===== src/rtl/usb_nrzi_pkg.sv =====
package usb_nrzi_pkg;

  typedef enum logic [1:0] {
    SYM_J   = 2'd0,
    SYM_K   = 2'd1,
    SYM_SE0 = 2'd2,
    SYM_SE1 = 2'd3
  } line_sym_e;

  typedef enum logic [1:0] {
    ST_IDLE = 2'd0,
    ST_BIT  = 2'd1,
    ST_EOP  = 2'd2
  } rx_state_e;

endpackage


===== src/rtl/usb_nrzi_dec.sv =====
module usb_nrzi_dec
  import usb_nrzi_pkg::*;
(
  input  logic      clk_i,
  input  logic      rst_ni,
  input  logic      sym_valid_i,
  input  line_sym_e sym_i,
  output logic      bit_o
);

  line_sym_e prev_q;

  always_ff @(posedge clk_i or negedge rst_ni) begin
    if (!rst_ni)          prev_q <= SYM_J;
    else if (sym_valid_i) prev_q <= sym_i;
  end

  // NRZI: no transition means 1
  assign bit_o = (sym_i == prev_q);

  assert_prev_tracks_R3: assert property (@(posedge clk_i) disable iff (!rst_ni)
    sym_valid_i |=> prev_q == $past(sym_i));

  assert_prev_hold_R10: assert property (@(posedge clk_i) disable iff (!rst_ni)
    !sym_valid_i |=> $stable(prev_q));

endmodule


===== src/rtl/usb_destuff.sv =====
module usb_destuff #(
  parameter int STUFF_LEN = 6
) (
  input  logic clk_i,
  input  logic rst_ni,
  input  logic clr_i,
  input  logic step_i,
  input  logic bit_i,
  output logic stuff_o,
  output logic viol_o
);

  localparam int CNT_W = $clog2(STUFF_LEN + 1);
  localparam logic [CNT_W-1:0] CNT_MAX = CNT_W'(STUFF_LEN);

  logic [CNT_W-1:0] cnt_q;
  logic             at_lim;

  assign at_lim  = (cnt_q == CNT_MAX);
  assign stuff_o = at_lim && !bit_i;
  assign viol_o  = at_lim && bit_i;

  always_ff @(posedge clk_i or negedge rst_ni) begin
    if (!rst_ni)                cnt_q <= '0;
    else if (clr_i)             cnt_q <= '0;
    else if (step_i) begin
      if (at_lim || !bit_i)     cnt_q <= '0;
      else                      cnt_q <= cnt_q + 1'b1;
    end
  end

  assert_cnt_bound_R5: assert property (@(posedge clk_i) disable iff (!rst_ni)
    cnt_q <= CNT_MAX);

  assert_clr_sop_R4: assert property (@(posedge clk_i) disable iff (!rst_ni)
    clr_i |=> cnt_q == '0);

  assert_zero_clears_R4: assert property (@(posedge clk_i) disable iff (!rst_ni)
    (step_i && !clr_i && !bit_i) |=> cnt_q == '0);

  assert_one_counts_R4: assert property (@(posedge clk_i) disable iff (!rst_ni)
    (step_i && !clr_i && bit_i && !at_lim) |=> cnt_q == $past(cnt_q) + 1'b1);

endmodule


===== src/rtl/usb_nrzi_rx.sv =====
module usb_nrzi_rx
  import usb_nrzi_pkg::*;
#(
  parameter int STUFF_LEN = 6
) (
  input  logic       clk_i,
  input  logic       rst_ni,
  input  logic       sym_valid_i,
  input  logic [1:0] sym_i,
  output logic       sop_o,
  output logic       bit_valid_o,
  output logic       bit_o,
  output logic       stuff_o,
  output logic       eop_o,
  output logic       stuff_err_o,
  output logic       eop_err_o
);

  line_sym_e sym;
  rx_state_e state_q, state_d;
  logic      nrzi_bit, is_stuff, is_viol;
  logic      cnt_clr, cnt_step;
  logic      sop_d, bv_d, bit_d, stuff_d, eop_d, serr_d, eerr_d;
  logic [5:0] ev_all;

  assign sym = line_sym_e'(sym_i);

  usb_nrzi_dec u_nrzi (
    .clk_i       (clk_i),
    .rst_ni      (rst_ni),
    .sym_valid_i (sym_valid_i),
    .sym_i       (sym),
    .bit_o       (nrzi_bit)
  );

  usb_destuff #(.STUFF_LEN(STUFF_LEN)) u_destuff (
    .clk_i   (clk_i),
    .rst_ni  (rst_ni),
    .clr_i   (cnt_clr),
    .step_i  (cnt_step),
    .bit_i   (nrzi_bit),
    .stuff_o (is_stuff),
    .viol_o  (is_viol)
  );

  always_comb begin
    state_d  = state_q;
    cnt_clr  = 1'b0;
    cnt_step = 1'b0;
    sop_d    = 1'b0;
    bv_d     = 1'b0;
    bit_d    = 1'b0;
    stuff_d  = 1'b0;
    eop_d    = 1'b0;
    serr_d   = 1'b0;
    eerr_d   = 1'b0;
    if (sym_valid_i) begin
      unique case (state_q)
        ST_IDLE: begin
          if (sym == SYM_K) begin
            sop_d   = 1'b1;
            cnt_clr = 1'b1;
            state_d = ST_BIT;
          end
        end
        ST_BIT: begin
          if (sym == SYM_SE0) begin
            state_d = ST_EOP;
          end else begin
            cnt_step = 1'b1;
            if (is_stuff) begin
              stuff_d = 1'b1;
            end else if (is_viol) begin
              serr_d  = 1'b1;
              state_d = ST_IDLE;
            end else begin
              bv_d  = 1'b1;
              bit_d = nrzi_bit;
            end
          end
        end
        ST_EOP: begin
          if (sym == SYM_J) begin
            eop_d   = 1'b1;
            state_d = ST_IDLE;
          end else if (sym != SYM_SE0) begin
            eerr_d  = 1'b1;
            state_d = ST_IDLE;
          end
        end
        default: state_d = ST_IDLE;
      endcase
    end
  end

  always_ff @(posedge clk_i or negedge rst_ni) begin
    if (!rst_ni) begin
      state_q     <= ST_IDLE;
      sop_o       <= 1'b0;
      bit_valid_o <= 1'b0;
      bit_o       <= 1'b0;
      stuff_o     <= 1'b0;
      eop_o       <= 1'b0;
      stuff_err_o <= 1'b0;
      eop_err_o   <= 1'b0;
    end else begin
      state_q     <= state_d;
      sop_o       <= sop_d;
      bit_valid_o <= bv_d;
      bit_o       <= bit_d;
      stuff_o     <= stuff_d;
      eop_o       <= eop_d;
      stuff_err_o <= serr_d;
      eop_err_o   <= eerr_d;
    end
  end

  assign ev_all = {sop_o, bit_valid_o, stuff_o, eop_o, stuff_err_o, eop_err_o};

  assert_one_event_R11: assert property (@(posedge clk_i) disable iff (!rst_ni)
    $countones(ev_all) <= 1);

  assert_quiet_R10: assert property (@(posedge clk_i) disable iff (!rst_ni)
    !sym_valid_i |=> ev_all == '0);

  assert_sop_R2: assert property (@(posedge clk_i) disable iff (!rst_ni)
    (state_q == ST_IDLE && sym_valid_i && sym == SYM_K) |=> (sop_o && state_q == ST_BIT));

  assert_idle_hold_R2: assert property (@(posedge clk_i) disable iff (!rst_ni)
    (state_q == ST_IDLE && sym_valid_i && sym != SYM_K) |=> (state_q == ST_IDLE && ev_all == '0));

  assert_serr_idle_R6: assert property (@(posedge clk_i) disable iff (!rst_ni)
    stuff_err_o |-> state_q == ST_IDLE);

  assert_se0_enter_R7: assert property (@(posedge clk_i) disable iff (!rst_ni)
    (state_q == ST_BIT && sym_valid_i && sym == SYM_SE0) |=> (state_q == ST_EOP && ev_all == '0));

  assert_eop_done_R8: assert property (@(posedge clk_i) disable iff (!rst_ni)
    (state_q == ST_EOP && sym_valid_i && sym == SYM_J) |=> (eop_o && state_q == ST_IDLE));

  assert_eop_err_R9: assert property (@(posedge clk_i) disable iff (!rst_ni)
    (state_q == ST_EOP && sym_valid_i && (sym == SYM_K || sym == SYM_SE1))
      |=> (eop_err_o && state_q == ST_IDLE));

endmodule


===== config.mk =====
export PLATFORM = sky130hd
export DESIGN_NAME = usb_nrzi_rx
export DESIGN_NICKNAME = d
export VERILOG_FILES = /design/src/rtl/usb_nrzi_pkg.sv /design/src/rtl/usb_nrzi_dec.sv /design/src/rtl/usb_destuff.sv /design/src/rtl/usb_nrzi_rx.sv
export SDC_FILE = /design/constraint.sdc
export NUM_CORES = 1
export LEC_CHECK = 0
export BUFFER_PORTS_ARGS = -buffer_cell sky130_fd_sc_hd__buf_2
export CORE_MARGIN = 1
export CORE_UTILIZATION = 47
export DETAILED_ROUTE_END_ITERATION = 16
export GPL_ROUTABILITY_DRIVEN = 0
export GPL_TIMING_DRIVEN = 0
export PLACE_DENSITY_LB_ADDON = 0.08
export SLEW_MARGIN = 20
export SYNTH_ARGS = -nofsm -noshare
export SYNTH_HDL_FRONTEND = slang
export SYNTH_SLANG_ARGS = --single-unit

===== constraint.sdc =====
create_clock -name clk_i -period 1.82 [get_ports clk_i]
set_input_delay 0.091 -clock clk_i [delete_from_list [all_inputs] [get_ports clk_i]]
set_output_delay 0.091 -clock clk_i [all_outputs]
set_load 0.02 [all_outputs]

Word-level counts from Yosys, hierarchy flattened:

Index checks and enable logic that the tools add are counted.

* register bits after elaboration: 14
* output and inout port bits: 7

* reductions and logical operators: 8
* equality and inequality tests: 11
* mux-type cells: 42
* add/sub/neg operators: 1

Operators by type and width (count)
* two-way mux 1 bit: 32
* two-way mux 2 bit: 6
* two-way mux 3 bit: 3
* != test 3 bit (second input constant): 3
* case mux 2 bit (3 select lines): 1
* AND reduction 5 bit: 1
* equality test 2 x 1 -> 1 bit (second input constant): 2
* equality test 2 bit (second input constant): 2
* logical NOT 2 bit: 2
* != test 2 bit (second input constant): 2
* adder 3 x 1 -> 3 bit (second input constant): 1
* equality test 3 bit (second input constant): 1
* equality test 2 bit: 1
* logical AND 1 bit: 2
* nonzero test 2 bit: 1
* logical NOT 1 bit: 1
* logical OR 1 bit: 1

Depth between registers and ports, before layout:

Gate-level depths: netlist of run 1.

* word-level depth: 7
* mapped depth: 5

By module:

A second synthesis of run 1 with hierarchy kept.

* cell total of the unflattened synthesis: 58
* area total of the unflattened synthesis: 664.4 sq um

Modules (own cells, without submodules)
* usb_nrzi_rx: instances 1, cells each 31, area each 384.1 sq um, seq. area each 225.2 sq um
* usb_destuff: instances 1, cells each 20, area each 186.4 sq um, seq. area each 75.1 sq um
* usb_nrzi_dec: instances 1, cells each 7, area each 93.8 sq um, seq. area each 50.0 sq um

Worst setup path before layout of run 1:

No wires, ideal clock.

* path type: reg-to-reg
* from: reg state_q[1]
* to: reg u_destuff.cnt_q[1]
* stages on the path, launching flop included: 3
* library setup time: 122 ps
* arrival time: 1184 ps
* path buffers: 0
* required time: 1698 ps
* setup slack: 515 ps
* cell sequence: dfrtp_1 > or4_4 > a32o_1

* word-level cells in the longest chain between the ends: 4
* elaborated cells on any way between the ends: 8

RTL lines
* start, declared: line usb_nrzi_rx.sv:20 `rx_state_e state_q, state_d;`
* start signal, assigned: line usb_nrzi_rx.sv:107 `state_q <= state_d;`
* equality test 2 x 1 -> 1 bit / logical NOT 2 bit (equally long branches): line usb_nrzi_rx.sv:58 `unique case (state_q)`
* two-way mux 1 bit: line usb_nrzi_rx.sv:58
* two-way mux 1 bit: line usb_nrzi_rx.sv:57 `if (sym_valid_i) begin`
* nonzero test 2 bit (no source line) / two-way mux 3 bit (equally long branches)
* end signal, assigned: line usb_destuff.sv:28 `else cnt_q <= cnt_q + 1'b1;`
* end, declared: line usb_destuff.sv:16 `logic [CNT_W-1:0] cnt_q;`

Parallel ways exist; a longest one is shown, timed or not.
A chain may end at the register's enable or synchronous reset.

Worst setup path after layout of run 1:

* from: reg u_destuff.cnt_q[0]
* to: reg state_q[0]

* word-level cells in the longest chain between the ends: 4
* elaborated cells on any way between the ends: 6

RTL lines
* equality test 3 bit *: line usb_destuff.sv:19 `assign at_lim = (cnt_q == CNT_MAX);`
* logical AND 1 bit (on tied branches): line usb_destuff.sv:21, usb_destuff.sv:20
* != test 3 bit (no source line)
* AND reduction 5 bit (no source line) *

Mark *: on every way between the ends. The rest lies on a longest branch, timed or not.

==> out/results.txt, run 1 <==
The run finished with clean final reports. The first global-routing pass estimated 1.71 mm of wire. The average instance in the mapped netlist occupies 11.0 um^2. The number of synthesized register bits is 14.

The logs give 0 for the number of antenna violations at the first check in global routing and 62.9% for the utilization after layout. After clock tree synthesis, the clock-pin slew on the worst setup and hold paths is 0.08 ns. The largest delay contributor family on the critical path was flip-flops. Among all stages on the critical path, the largest delay is contributed by dfrtp_1. When the netlist entered floorplanning its net count stood at 63. After synthesis, the netlist uses 20 different library cells.

For the final routed database, the setup TNS stands at 0 ns. The share of the cycle needed by the critical path after routing works out to 82.1%. The root buffer cell chosen for the clock tree is clkbuf_4. Kind of critical path: reg2reg. The worst hold-check path type is in2reg. After detailed routing, the average wire length per cell comes to 11.9 um. The post-synthesis instance area was 618 um^2; the total internal power was 0.000544 W.

Data required time of the critical path: 1.97 ns. The number of setup buffers added after CTS is 0. The net count of the finished layout is 80.

Global routing finished with a remaining overflow of 0. The number of buffer cells added on primary ports was 11; the ratio of routed vias to standard cells was 5.41. The die covers 1460 um^2.

The worst register-to-register path has a setup slack of 0.33 ns. The worst-case clock buffer depth is 2, and the total power consumption of the routed design is 0.000778 W. The count of clock tree sinks was 14; the pin count of the biggest net entering global routing was 15. The logs give 3 for the CTS buffer count and 1.64 ns for the signal arrival time at the worst endpoint.

The critical path goes through inv_1 > ha_1 > nand2_1 > o311ai_0 > nand3_1. The power density relative to cell area works out to 1060 nW/um^2. Max-cap violations in this run came to 0. The clock arrives with 0.00137 ns of skew. In the synthesized netlist, the number of instances is 56. Setup repair after global routing left no endpoint under its margin. The run gives 0 as the total count of hold-check failures in the final report.

Global routing used 17.6% of the available tracks. The DRC violation count after routing was 0. In this run the remaining antenna-violating nets after routing total 0. Portion of total power attributed to sequential cells: 49.8%. The proportion of power drawn by the clock network is 28.5%, and the number of buffer and inverter stages on the critical path is 1. The first-pass iteration count of the detailed router was 4. The analysis attributes to cell leakage a power of 0.373 nW. The tools report the CTS H-tree depth as 1. The area growth from synthesis to layout came out at 19.2%.

The clock period could shrink to 1.49 ns. TritonCTS built the clock tree. After legalization and detailed placement, the total HPWL measured 733 um. For the placed cell area, the log shows 691 um^2. The post-route netlist has 26.4% of its cells at a drive strength greater than 1.

The number of gates resized after CTS is 0, and the worst max-slew margin expressed relative to the limit is 74.5%. Of the synthesized area, sequential elements account for 56.7%. Row generation in the floorplan step produced 12 rows. For the pin with the worst max-slew slack, the measured transition is 0.382 ns.

Of the total power, the share spent switching nets is 30.0%. The tools report the part of the total power dissipated in combinational logic as 21.7%. STA classifies the critical path startpoint as a register. The via count of the first global-routing pass is 408, and the number of max-slew violations in the final report is 0. Highest cell delay on the worst timing path: 0.41 ns. After routing the design area is 737 um^2. STA classifies the critical path endpoint as a register.

For the iteration-0 DRC count of the detailed router, the log shows 12. The repair_antennas step left the layout with diodes totalling 0. The starting density of the core is 52.8%. In this run the worst path has a maximum fanout of 5. For this block, the routed nets add up to 1.02 mm of wire. The run gives 0.0266 ns as the worst hold slack. From bottom edge to top edge, the die measures 38.3 um. The tools report the clock latency reported for the late side of the worst-skew pair as 0.28 ns. Setup violations remaining at the end of the flow were counted as 0. The die extent in x was 38.3 um. Timing would allow up to 670 MHz. The net switching component of the power is 0.000234 W. During I/O placement, the number of pins put on the boundary was 12.

The worst ir drop on vdd is 0.000499 V, and the number of fill cells is 93. The tools report the warning count from the yosys run as 0. The floorplan core area is 1170 um^2, and the via count is 465.
[final cells by class]
| class | instances | area, um^2 | area share [%] |
|---|---|---|---|
| Clock buffer | 4 | 36.3 | 4.92 |
| Inverter | 3 | 11.3 | 1.53 |
| Multi-Input combinational cell | 39 | 256 | 34.8 |
| Sequential cell | 14 | 350 | 47.5 |
| Tap cell | 14 | 17.5 | 2.38 |
| Timing Repair Buffer | 12 | 65.1 | 8.83 |
[registers in the layout, indices dropped and copies added, names as in the netlist]
name / flops
u_destuff.cnt_q: 3
eop_err_o: 1
u_nrzi.prev_q: 2
sop_o: 1
state_q: 2
stuff_err_o: 1
eop_o: 1
stuff_o: 1
bit_o: 1
bit_valid_o: 1
[placed cells by master (no fill, tap or decap), drive strengths merged]
| cell type | n |
|---|---|
| ha | 2 |
| nor4b | 2 |
| o311ai | 1 |
| a32o | 1 |
| clkbuf | 4 |
| nand2 | 4 |
| nand2b | 4 |
| nand3 | 7 |
| dlygate4sd3 | 1 |
| nor3 | 1 |
| o21ai | 3 |
| a21oi | 3 |
| nor2 | 4 |
| or4 | 1 |
| nor2b | 1 |
| mux2 | 1 |
| inv | 3 |
| dfrtp | 14 |
| xor2 | 2 |
| buf | 11 |
| nand3b | 2 |
[what timing repair did]
item | 4_1_cts | 5_1_grt
hold endpoints to repair | 14 | 0
endpoints found under the setup margin | 0 | 0
hold buffers | 1 | 0
[cell usage after synthesis]
library cell | count | area [um^2]
or4_4 | 1 | 11.3
ha_1 | 2 | 25.0
inv_1 | 3 | 11.3
o311ai_0 | 1 | 8.76
nor2_1 | 4 | 15.0
mux2_2 | 1 | 11.3
a21oi_1 | 3 | 15.0
dfrtp_1 | 14 | 350
nand2_2 | 1 | 6.26
nor4b_2 | 1 | 15.0
nor3_1 | 1 | 5.00
nor4b_1 | 1 | 8.76
a32o_1 | 1 | 10.0
o21ai_0 | 3 | 15.0
xor2_1 | 2 | 17.5
nand2_1 | 3 | 11.3
nand3b_1 | 2 | 15.0
nand3_1 | 7 | 35.0
nor2b_1 | 1 | 6.26
nand2b_1 | 4 | 25.0
[kinds of logic (layout without fill, tap and decap cells)]
logic type / Yosys count / after routing / synth area share, %
buf+inv: 3 / 19 / 1.82
flops: 14 / 14 / 56.7
xor+xnor: 2 / 2 / 2.83
compound gates: 8 / 8 / 7.89
fa+ha+maj: 2 / 2 / 4.05
simple gates: 26 / 26 / 24.9
mux: 1 / 1 / 1.82
[per-stage QoR]
step	std cells	setup WS, ns
2_1_floorplan	56	0.515
3_3_place_gp	81	0.376
3_5_place_dp	81	0.381
4_1_cts	86	0.355
5_1_grt	86	0.182
6_report	86	0.326
[metal layers]
layer / GRT usage, % / share of wire [%] / vias up / wire length, um
met2: 25.8 / 42 / 25 / 426
met1: 23.5 / 49 / 203 / 498
li1: - / - / 234 / -
met5: 0 / 0 / - / 0
met4: 10.7 / 2.3 / 0 / 23
met3: 4.07 / 7.0 / 3 / 71
[worst reg2reg max path, cell delays in order, from the launching register on]
cell and delay, ns:
dfrtp_1 0.41, inv_1 0.09, ha_1 0.24, nand2_1 0.14
o311ai_0 0.36, nand3_1 0.13
[power groups by stage]
stage,Clock (W),Sequential [W],Combinational [W]
2_1_floorplan,0,0.000398,0.000109
3_3_place_gp,0,0.000391,0.000161
3_5_place_dp,0,0.000393,0.000167
4_1_cts,0.000227,0.000386,0.000169
5_1_grt,0.000237,0.000393,0.000192
6_report,0.000222,0.000388,0.000169
[final timing paths]
check / from / to / cells after the start
worst max-delay path: u_destuff.cnt_q[0]$_DFFE_PN0P_ / state_q[0]$_DFFE_PN0P_ / 5
worst min-delay path: sym_i[0] / eop_o$_DFF_PN0_ / 2
worst max register to register: u_destuff.cnt_q[0]$_DFFE_PN0P_ / state_q[0]$_DFFE_PN0P_ / 5
worst min register to register: u_nrzi.prev_q[1]$_DFFE_PN0P_ / u_nrzi.prev_q[1]$_DFFE_PN0P_ / 1
max in group asynchronous: rst_ni / stuff_o$_DFF_PN0_ / 2
min in group asynchronous: rst_ni / u_nrzi.prev_q[0]$_DFFE_PN0P_ / 2
No activity file was read; power rests on OpenSTA's default activity.
==> inputs of run 2 (changes only) <==
==> constraint.sdc (replaced) <==
create_clock -name clk_i -period 1.4 [get_ports clk_i]
set_input_delay 0.07 -clock clk_i [delete_from_list [all_inputs] [get_ports clk_i]]
set_output_delay 0.07 -clock clk_i [all_outputs]
set_load 0.02 [all_outputs]
==> out/results.txt, run 2 (same netlist as run 1, synthesis figures left out) <==
Worst hold-check path type: in2reg (unchanged). The area of the die is 1460 um^2 (unchanged). The timing startpoint of the critical path is state_q[1]$_DFFE_PN0P_ (was u_destuff.cnt_q[0]$_DFFE_PN0P_).

The tools report the first-pass iteration count of the detailed router as 4 (unchanged). The number of buffer and inverter stages on the critical path came out at 0 (was 1). Register name with the most flops: u_destuff.cnt_q (unchanged). The number of nets with antenna violations after routing was 0 (unchanged); the data required time of the critical path was 1.62 ns (was 1.97 ns).

The logs give 0.28 ns (about the same) for the clock latency reported for the late side of the worst-skew pair and 0.00743 ns (was 0.0266 ns) for the worst hold slack. The DRC violation count after routing was 0 (unchanged). The leakage power summed over all cells was 0.405 nW (was 0.373 nW); the number of antenna violations at the first check in global routing was 0 (unchanged). The pin slew with the least headroom to its limit works out to 0.438 ns (was 0.382 ns). The global router's overall resource usage is 17.6% (unchanged).

The run gives 0.000745 W (was 0.000544 W) as the total internal power. The instance count along the most critical hold path is 2 (unchanged). The run gives 10 (was 12) as the iteration-0 DRC count of the detailed router.

The flow ran to the end, and the final reports show no timing, DRC or antenna violations. Starting density of the core: 52.8% (unchanged). The run gives 3 (unchanged) as the CTS buffer count. For the post-route cell area, the log shows 800 um^2 (was 737 um^2). The length in cells of the worst reg-to-reg path came out at 4 (was 5).

The detailed-placement wirelength estimate is 733 um (unchanged). For the total power consumption of the routed design, the log shows 0.00108 W (was 0.000778 W). For the global-route wire length before repair, the log shows 1.71 mm (unchanged). The height of the chip came out at 38.3 um (unchanged). Commonest cells after routing, fill and taps aside: dfrtp_1 (14), buf_2 (10), nand3_1 (7) (was dfrtp_1 (14), buf_2 (11), nand3_1 (7)). The startpoint of the most critical hold path was sym_i[1] (was sym_i[0]).

The antenna diode count was 0 (unchanged); the die extent in x was 38.3 um (unchanged). The area growth from synthesis to layout was 29.4% (was 19.2%); the net total in the final layout was 83 (was 80). The worst ir drop on vdd was 0.000714 V (was 0.000499 V); the placed cell area was 691 um^2 (unchanged).

For the portion of total power attributed to sequential cells, the log shows 47.0% (was 49.8%). The share of the cycle needed by the critical path after routing came out at 93.1% (was 82.1%). The fraction of layout cells with a size suffix above 1 was 30.7% (was 26.4%). The global route total overflow is 0 (unchanged), and the setup clock skew after layout is 0.00161 ns (was 0.00137 ns). Routed wirelength normalized by instance count: 12.5 um (was 11.9 um). For the number of cells in the finished layout apart from fillers, the log shows 89 (was 86). The total detailed-routing wirelength is 1.12 mm (was 1.02 mm).

The reg-to-reg critical path startpoint was state_q[1]$_DFFE_PN0P_ (was u_destuff.cnt_q[0]$_DFFE_PN0P_). The critical path endpoint category was a register (unchanged). Ratio of routed vias to standard cells: 5.33 (was 5.41). Counting stages on the worst path, the most repeated cell is nand3b_1. The power density relative to cell area was 1350 nW/um^2 (was 1060 nW/um^2); the peak clock frequency supported by timing was 767 MHz (was 670 MHz).

The count of clock tree sinks was 14 (unchanged). The flip-flop count of the largest register, all copies and words added is 3 (unchanged). The via count of the first global-routing pass was 410 (was 408); the placed instance count was 81 (unchanged). The commonest non-fill, non-tap cell in the layout was dfrtp_1 (unchanged). The standard cell with the maximum stage delay on the critical path is dfrtp_1 (unchanged). The pin count of the biggest net entering global routing was 15 (unchanged); the number of buffer cells added on primary ports was 11 (unchanged).

For the proportion of power drawn by the clock network, the log shows 26.7% (was 28.5%). TritonCTS built the clock tree. Count of maximum capacitance violations: 0 (unchanged).

The switching share of power is 30.7% (was 30.0%), and the signal arrival time at the worst endpoint is 1.52 ns (was 1.64 ns). Critical-path cell list: nand3b_1 > nor4b_4 > nand3b_1 > nand3_1 (was inv_1 > ha_1 > nand2_1 > o311ai_0 > nand3_1). Largest delay contributor family on the critical path: simple AND/OR/NAND/NOR gates (was flip-flops).

The highest cell delay on the worst timing path is 0.42 ns (was 0.41 ns), and the I/O pin total is 12 (unchanged). The worst-case clock buffer depth was 2 (unchanged); the critical path depth was 4 (was 5). The met3 wire length came out at 52 um (was 71 um). The kind of launch point of the worst setup path is a register (unchanged). The met1 layer wirelength in the final routing is 527 um (was 498 um), and the net switching component of the power is 0.000330 W (was 0.000234 W). Endpoint of the worst register-to-register path: u_destuff.cnt_q[2]$_DFFE_PN0P_ (was state_q[0]$_DFFE_PN0P_). The highest net fanout along the worst path works out to 5 (unchanged). The utilization after layout came out at 68.3% (was 62.9%). The via count came out at 474 (was 465). Kind of critical path: reg2reg (unchanged). Highest routed metal layer: met4 (unchanged). The number of max-slew violations in the final report came out at 0 (unchanged). The number of failing setup endpoints in the final timing report is 0 (unchanged). The tools report the setup slack of the most critical reg-to-reg path as 0.1 ns (was 0.33 ns).

Floorplan core area: 1170 um^2 (unchanged). Leading registers by flop count: u_destuff.cnt_q x3, state_q x2, u_nrzi.prev_q x2 (unchanged). For the number of standard-cell rows in the floorplan, the log shows 12 (unchanged). The post-route minimum period is 1.30 ns (was 1.49 ns). The part of the total power dissipated in combinational logic is 26.3% (was 21.7%), and the routed length on met2 is 510 um (was 426 um).

The logs give 0 (unchanged) for the total count of hold-check failures in the final report and 70.7% (was 74.5%) for the worst max-slew margin expressed relative to the limit. The CTS H-tree depth was 1 (unchanged). The cell at the root of the clock tree was clkbuf_4 (unchanged).

The timing endpoint of the critical path was u_destuff.cnt_q[2]$_DFFE_PN0P_ (was state_q[0]$_DFFE_PN0P_). The clock-pin slew on the worst setup and hold paths is 0.08 ns (about the same).
-- run 2: cell type report --
cell class                      instances  area, um^2
Timing Repair Buffer                   15        98.8
Multi-Input combinational cell         39         285
Sequential cell                        14         350
Tap cell                               14        17.5
Inverter                                3        11.3
Fill cell                              82         372
Clock buffer                            4        36.3
-- run 2: worst min path at each step --
stage / endpoint / slack (ns)
final: eop_o$_DFF_PN0_ / 0.007
after floorplan: bit_o$_DFF_PN0_ / -0.23
after detailed placement: eop_err_o$_DFF_PN0_ / -0.03
after CTS: eop_o$_DFF_PN0_ / 0.003
after global placement: u_nrzi.prev_q[0]$_DFFE_PN0P_ / -0.03
after global routing: eop_o$_DFF_PN0_ / 0.02
-- run 2: through the flow --
stage	worst slack (ns)	setup TNS [ns]
2_1_floorplan	0.0946	0
3_3_place_gp	-0.0437	-0.0437
3_5_place_dp	-0.0391	-0.0391
4_1_cts	0.00197	0
5_1_grt	-0.00676	-0.00883
6_report	0.0966	0
-- run 2: per-layer routing --
metal,global-route usage (%),vias to the layer above
met3,4.07,3
met4,10.7,0
li1,-,241
met5,0,-
met1,23.5,216
met2,25.8,14
-- run 2: power by group through the flow --
| stage | logic [W] | registers [W] | clock network, W |
|---|---|---|---|
| final | 0.000283 | 0.000505 | 0.000287 |
| after global routing | 0.000319 | 0.000513 | 0.000308 |
| after CTS | 0.000225 | 0.000502 | 0.000295 |
| after detailed placement | 0.000216 | 0.000511 | 0 |
| after global placement | 0.000209 | 0.000508 | 0 |
| after floorplan | 0.000142 | 0.000518 | 0 |
-- run 2: timing repair --
item                                    CTS  global route
endpoints found under the hold margin    15             0
gates cloned                              0             0
pin swaps                                 0             3
endpoints found under the setup margin    1             4
setup buffers                             0             2
resized for setup                         1             7
hold buffers                              2             0
==> inputs of run 3 (changes only) <==
--- a/config.mk
+++ b/config.mk
@@ -5,6 +5,7 @@
 export SDC_FILE = /design/constraint.sdc
 export NUM_CORES = 1
 export LEC_CHECK = 0
+export ABC_AREA = 1
 export BUFFER_PORTS_ARGS = -buffer_cell sky130_fd_sc_hd__buf_2
 export CORE_MARGIN = 1
 export CORE_UTILIZATION = 47
==> out/results.txt, run 3 <==
The run finished with clean final reports. The xor and xnor area share after synthesis was 1.29% (was 2.83%). The number of fill cells was 114 (was 82); the synthesized area per cell was 8.40 um^2 (was 11.0 um^2). The detailed-placement wirelength estimate is 902 um (was 733 um), and the clock latency reported for the late side of the worst-skew pair is 0.28 ns (about the same).

The number of buffer and inverter stages on the critical path is 2 (was 0). The flip-flop count of the largest register, all copies and words added is 3 (unchanged), and the number of max-slew violations in the final report is 0 (unchanged). The number of nets with antenna violations after routing came out at 0 (unchanged). The ratio of routed vias to standard cells was 4.89 (was 5.33); the post-synthesis share of cell area spent on full adders, half adders and majority gates was 3.68% (was 4.05%). The count of maximum capacitance violations is 0 (unchanged), and the share of the cycle needed by the critical path after routing is 94.2% (was 93.1%). The first-pass iteration count of the detailed router was 4 (unchanged). The number of failing setup endpoints in the final timing report is 0 (unchanged). The routed wirelength normalized by instance count was 10.7 um (was 12.5 um). The run gives 1600 um^2 (was 1460 um^2) as the area of the die.

TritonCTS built the clock tree. Predominant post-synthesis flop cell: dfrtp_1 (unchanged). The logs give 557 (was 474) for the via count and 15 (unchanged) for the pin count of the biggest net entering global routing. The utilization after layout is 61.9% (was 68.3%). The standard cell with the maximum stage delay on the critical path is dfrtp_1 (unchanged).

The fraction of synthesis flops using an asynchronous set or reset pin was 100% (unchanged); the gate count after technology mapping was 81 (was 56). Placed instance count: 107 (was 81). Leading registers by flop count: u_destuff.cnt_q x3, state_q x2, u_nrzi.prev_q x2 (unchanged). The logs give 3 (unchanged) for the CTS buffer count and 88 (was 63) for the synthesized netlist net count. The least setup slack across all paths after layout was 0.0819 ns (was 0.0966 ns). Synth top area cells: dfrtp_1 (51%), nand2_1 (14%), inv_1 (6.1%), nor2_1 (3.9%), ha_1 (3.7%) (was dfrtp_1 (57%), nand3_1 (5.7%), ha_1 (4.0%), nand2b_1 (4.0%), xor2_1 (2.8%)). The setup slack of the most critical reg-to-reg path was 0.08 ns (was 0.1 ns). The CTS H-tree depth was 1 (unchanged). The kind of launch point of the worst setup path was a register (unchanged). The global router's overall resource usage is 18.8% (was 17.6%), and the number of distinct library cells after synthesis is 19 (was 20).

The simple-gate share of the synthesized area was 30.7% (was 24.9%). The cell at the root of the clock tree was clkbuf_4 (unchanged). The register name with the most flops is u_destuff.cnt_q (unchanged). The number of enable-type register cells in the synthesized netlist is 0 (unchanged), and the clock-pin slew on the worst setup and hold paths is 0.09 ns (was 0.08 ns).

The global route total overflow is 0 (unchanged), and the global-route wire length before repair is 1.93 mm (was 1.71 mm). The number of cells in the finished layout apart from fillers came out at 114 (was 89). Number of buffer cells added on primary ports: 11 (unchanged). The warning count from the yosys run is 0 (unchanged), and the leakage power summed over all cells is 0.475 nW (was 0.405 nW). Number of standard-cell rows in the floorplan: 13 (was 12). The signal arrival time at the worst endpoint was 1.49 ns (was 1.52 ns); the post-synthesis instance area was 681 um^2 (was 618 um^2). The run gives 1.58 ns (was 1.62 ns) as the data required time of the critical path. Highest cell delay on the worst timing path: 0.39 ns (was 0.42 ns). The commonest non-fill, non-tap cell in the layout is nand2_1 (was dfrtp_1).

The run gives 489 (was 410) as the via count of the first global-routing pass. The logs give 0 (unchanged) for the DRC violation count after routing and 107 (was 83) for the net total in the final layout. The tools report the I/O pin total as 12 (unchanged). The number of synthesized register bits came out at 14 (unchanged). Share of Yosys cell area claimed by the top area cell type: 51.5% (was 56.7%). The power density relative to cell area is 1480 nW/um^2 (was 1350 nW/um^2), and the floorplan core area is 1320 um^2 (was 1170 um^2). The multiplexer share of the synthesized area is 0% (was 1.82%). The tools report the starting density of the core as 51.7% (was 52.8%). The cell with the most instances after synthesis is nand2_1 (was dfrtp_1). The number of gates resized after CTS was 0 (was 1). The critical path endpoint category was a register (unchanged). The worst-case clock buffer depth is 2 (unchanged), and the antenna diode count is 0 (unchanged).

The tools report the total count of hold-check failures in the final report as 0 (unchanged). The worst hold-check path type is in2reg (unchanged). The most area-hungry cell type in the Yosys netlist is dfrtp_1 (unchanged).

The tools report the setup clock skew after layout as 0.00235 ns (was 0.00161 ns). The worst ir drop on vdd was 0.000823 V (was 0.000714 V). Critical-path cell list: inv_1 > ha_1 > nand2_1 > inv_1 > nand3_1 > nand2_1 > nand2_1 > nand2_1 > nand2_1 (was nand3b_1 > nor4b_4 > nand3b_1 > nand3_1). The largest delay contributor family on the critical path was simple AND/OR/NAND/NOR gates (unchanged). The number of antenna violations at the first check in global routing was 0 (unchanged). Commonest cells after routing, fill and taps aside: nand2_1 (25), dfrtp_1 (14), inv_1 (11), buf_2 (11), nor2_1 (7) (was dfrtp_1 (14), buf_2 (10), nand3_1 (7)). The total detailed-routing wirelength came out at 1.22 mm (was 1.12 mm). The iteration-0 DRC count of the detailed router came out at 9 (was 10). For the count of clock tree sinks, the log shows 14 (unchanged). The pin slew with the least headroom to its limit is 0.292 ns (was 0.438 ns), and the sequential-to-total area share from yosys stat is 51.5% (was 56.7%). The highest net fanout along the worst path came out at 3 (was 5). The synthesized-area fraction occupied by ao, oa, aoi and oai cells is 6.25% (was 7.89%), and the die extent in x is 40.1 um (was 38.3 um). Peak clock frequency supported by timing: 759 MHz (was 767 MHz). The area growth from synthesis to layout works out to 19.9% (was 29.4%). The kind of critical path was reg2reg (unchanged). Cell types with the highest counts after synthesis: nand2_1 (25), dfrtp_1 (14), inv_1 (11) (was dfrtp_1 (14), nand3_1 (7), nand2b_1 (4), nor2_1 (4)).

For the final-layout setup total negative slack, the log shows 0 ns (unchanged). For the worst max-slew margin expressed relative to the limit, the log shows 80.3% (was 70.7%). The dominant combinational cell family by area after synthesis was simple AND/OR/NAND/NOR gates (unchanged).

The height of the chip is 40.1 um (was 38.3 um). The fraction of layout cells with a size suffix above 1 is 23.2% (was 30.7%). The run gives 0.0847 ns (was -0.0391 ns) as the post-place setup slack. The most repeated library cell on the critical path is nand2_1 (was nand3b_1). The post-route minimum period was 1.32 ns (was 1.30 ns).
run 3: path summary, 6_finish.rpt:
kind / from / endpoint / depth (start not counted)
max: u_destuff.cnt_q[0]$_DFFE_PN0P_ / state_q[1]$_DFFE_PN0P_ / 9
min: sym_i[0] / eop_o$_DFF_PN0_ / 2
max reg2reg: u_destuff.cnt_q[0]$_DFFE_PN0P_ / state_q[1]$_DFFE_PN0P_ / 9
min reg2reg: state_q[1]$_DFFE_PN0P_ / state_q[1]$_DFFE_PN0P_ / 2
max in group asynchronous: rst_ni / u_nrzi.prev_q[1]$_DFFE_PN0P_ / 2
min in group asynchronous: rst_ni / stuff_o$_DFF_PN0_ / 2
run 3: area by class of cell:
type                            count  area [um^2]  share of cell area (%)
Inverter                           12         45.0                    5.52
Timing Repair Buffer               14         80.1                    9.82
Clock buffer                        4         36.3                    4.45
Multi-Input combinational cell     55          285                    35.0
Tap cell                           15         18.8                    2.30
Sequential cell                    14          350                    42.9
run 3: where the power goes:
part	total [W]	internal [W]	switching, W
Combinational	0.000354	0.000132	0.000223
Clock	0.000294	0.000158	0.000136
Sequential	0.000555	0.000485	0.0000701
Total	0.00120	0.000775	0.000429
run 3: repair_timing:
action / 4_1_cts / 5_1_grt
hold endpoints to repair: 14 / 0
setup buffers: 0 / 2
endpoints found under the setup margin: 0 / 2
hold buffers: 1 / 0
run 3: kinds of logic after synthesis:
family | Yosys count
simple gates | 44
flops | 14
buf+inv | 12
compound gates | 8
fa+ha+maj | 2
xor+xnor | 1
run 3: worst register-to-register path: stages, from the launching register on:
cell and delay, ns:
dfrtp_1 0.39, inv_1 0.10, ha_1 0.17, nand2_1 0.08, inv_1 0.09, nand3_1 0.12
nand2_1 0.10, nand2_1 0.07, nand2_1 0.06, nand2_1 0.05
run 3: stage by stage:
stage                     area, um^2  power [W]  hold WS [ns]
after CTS                        801    0.00120        0.0541
final                            816    0.00120        0.0565
after floorplan                  681   0.000809        -0.226
after global placement           754   0.000889       -0.0219
after global routing             816    0.00129        0.0826
after detailed placement         754   0.000903       -0.0224
run 3: per-layer routing:
metal / track usage, % / share of wire (%) / vias up
met1: 23.9 / 47 / 250
met4: 12.9 / 2.0 / 0
met2: 28.6 / 47 / 13
met5: 0 / 0 / -
li1: - / - / 290
met3: 3.33 / 3.3 / 4
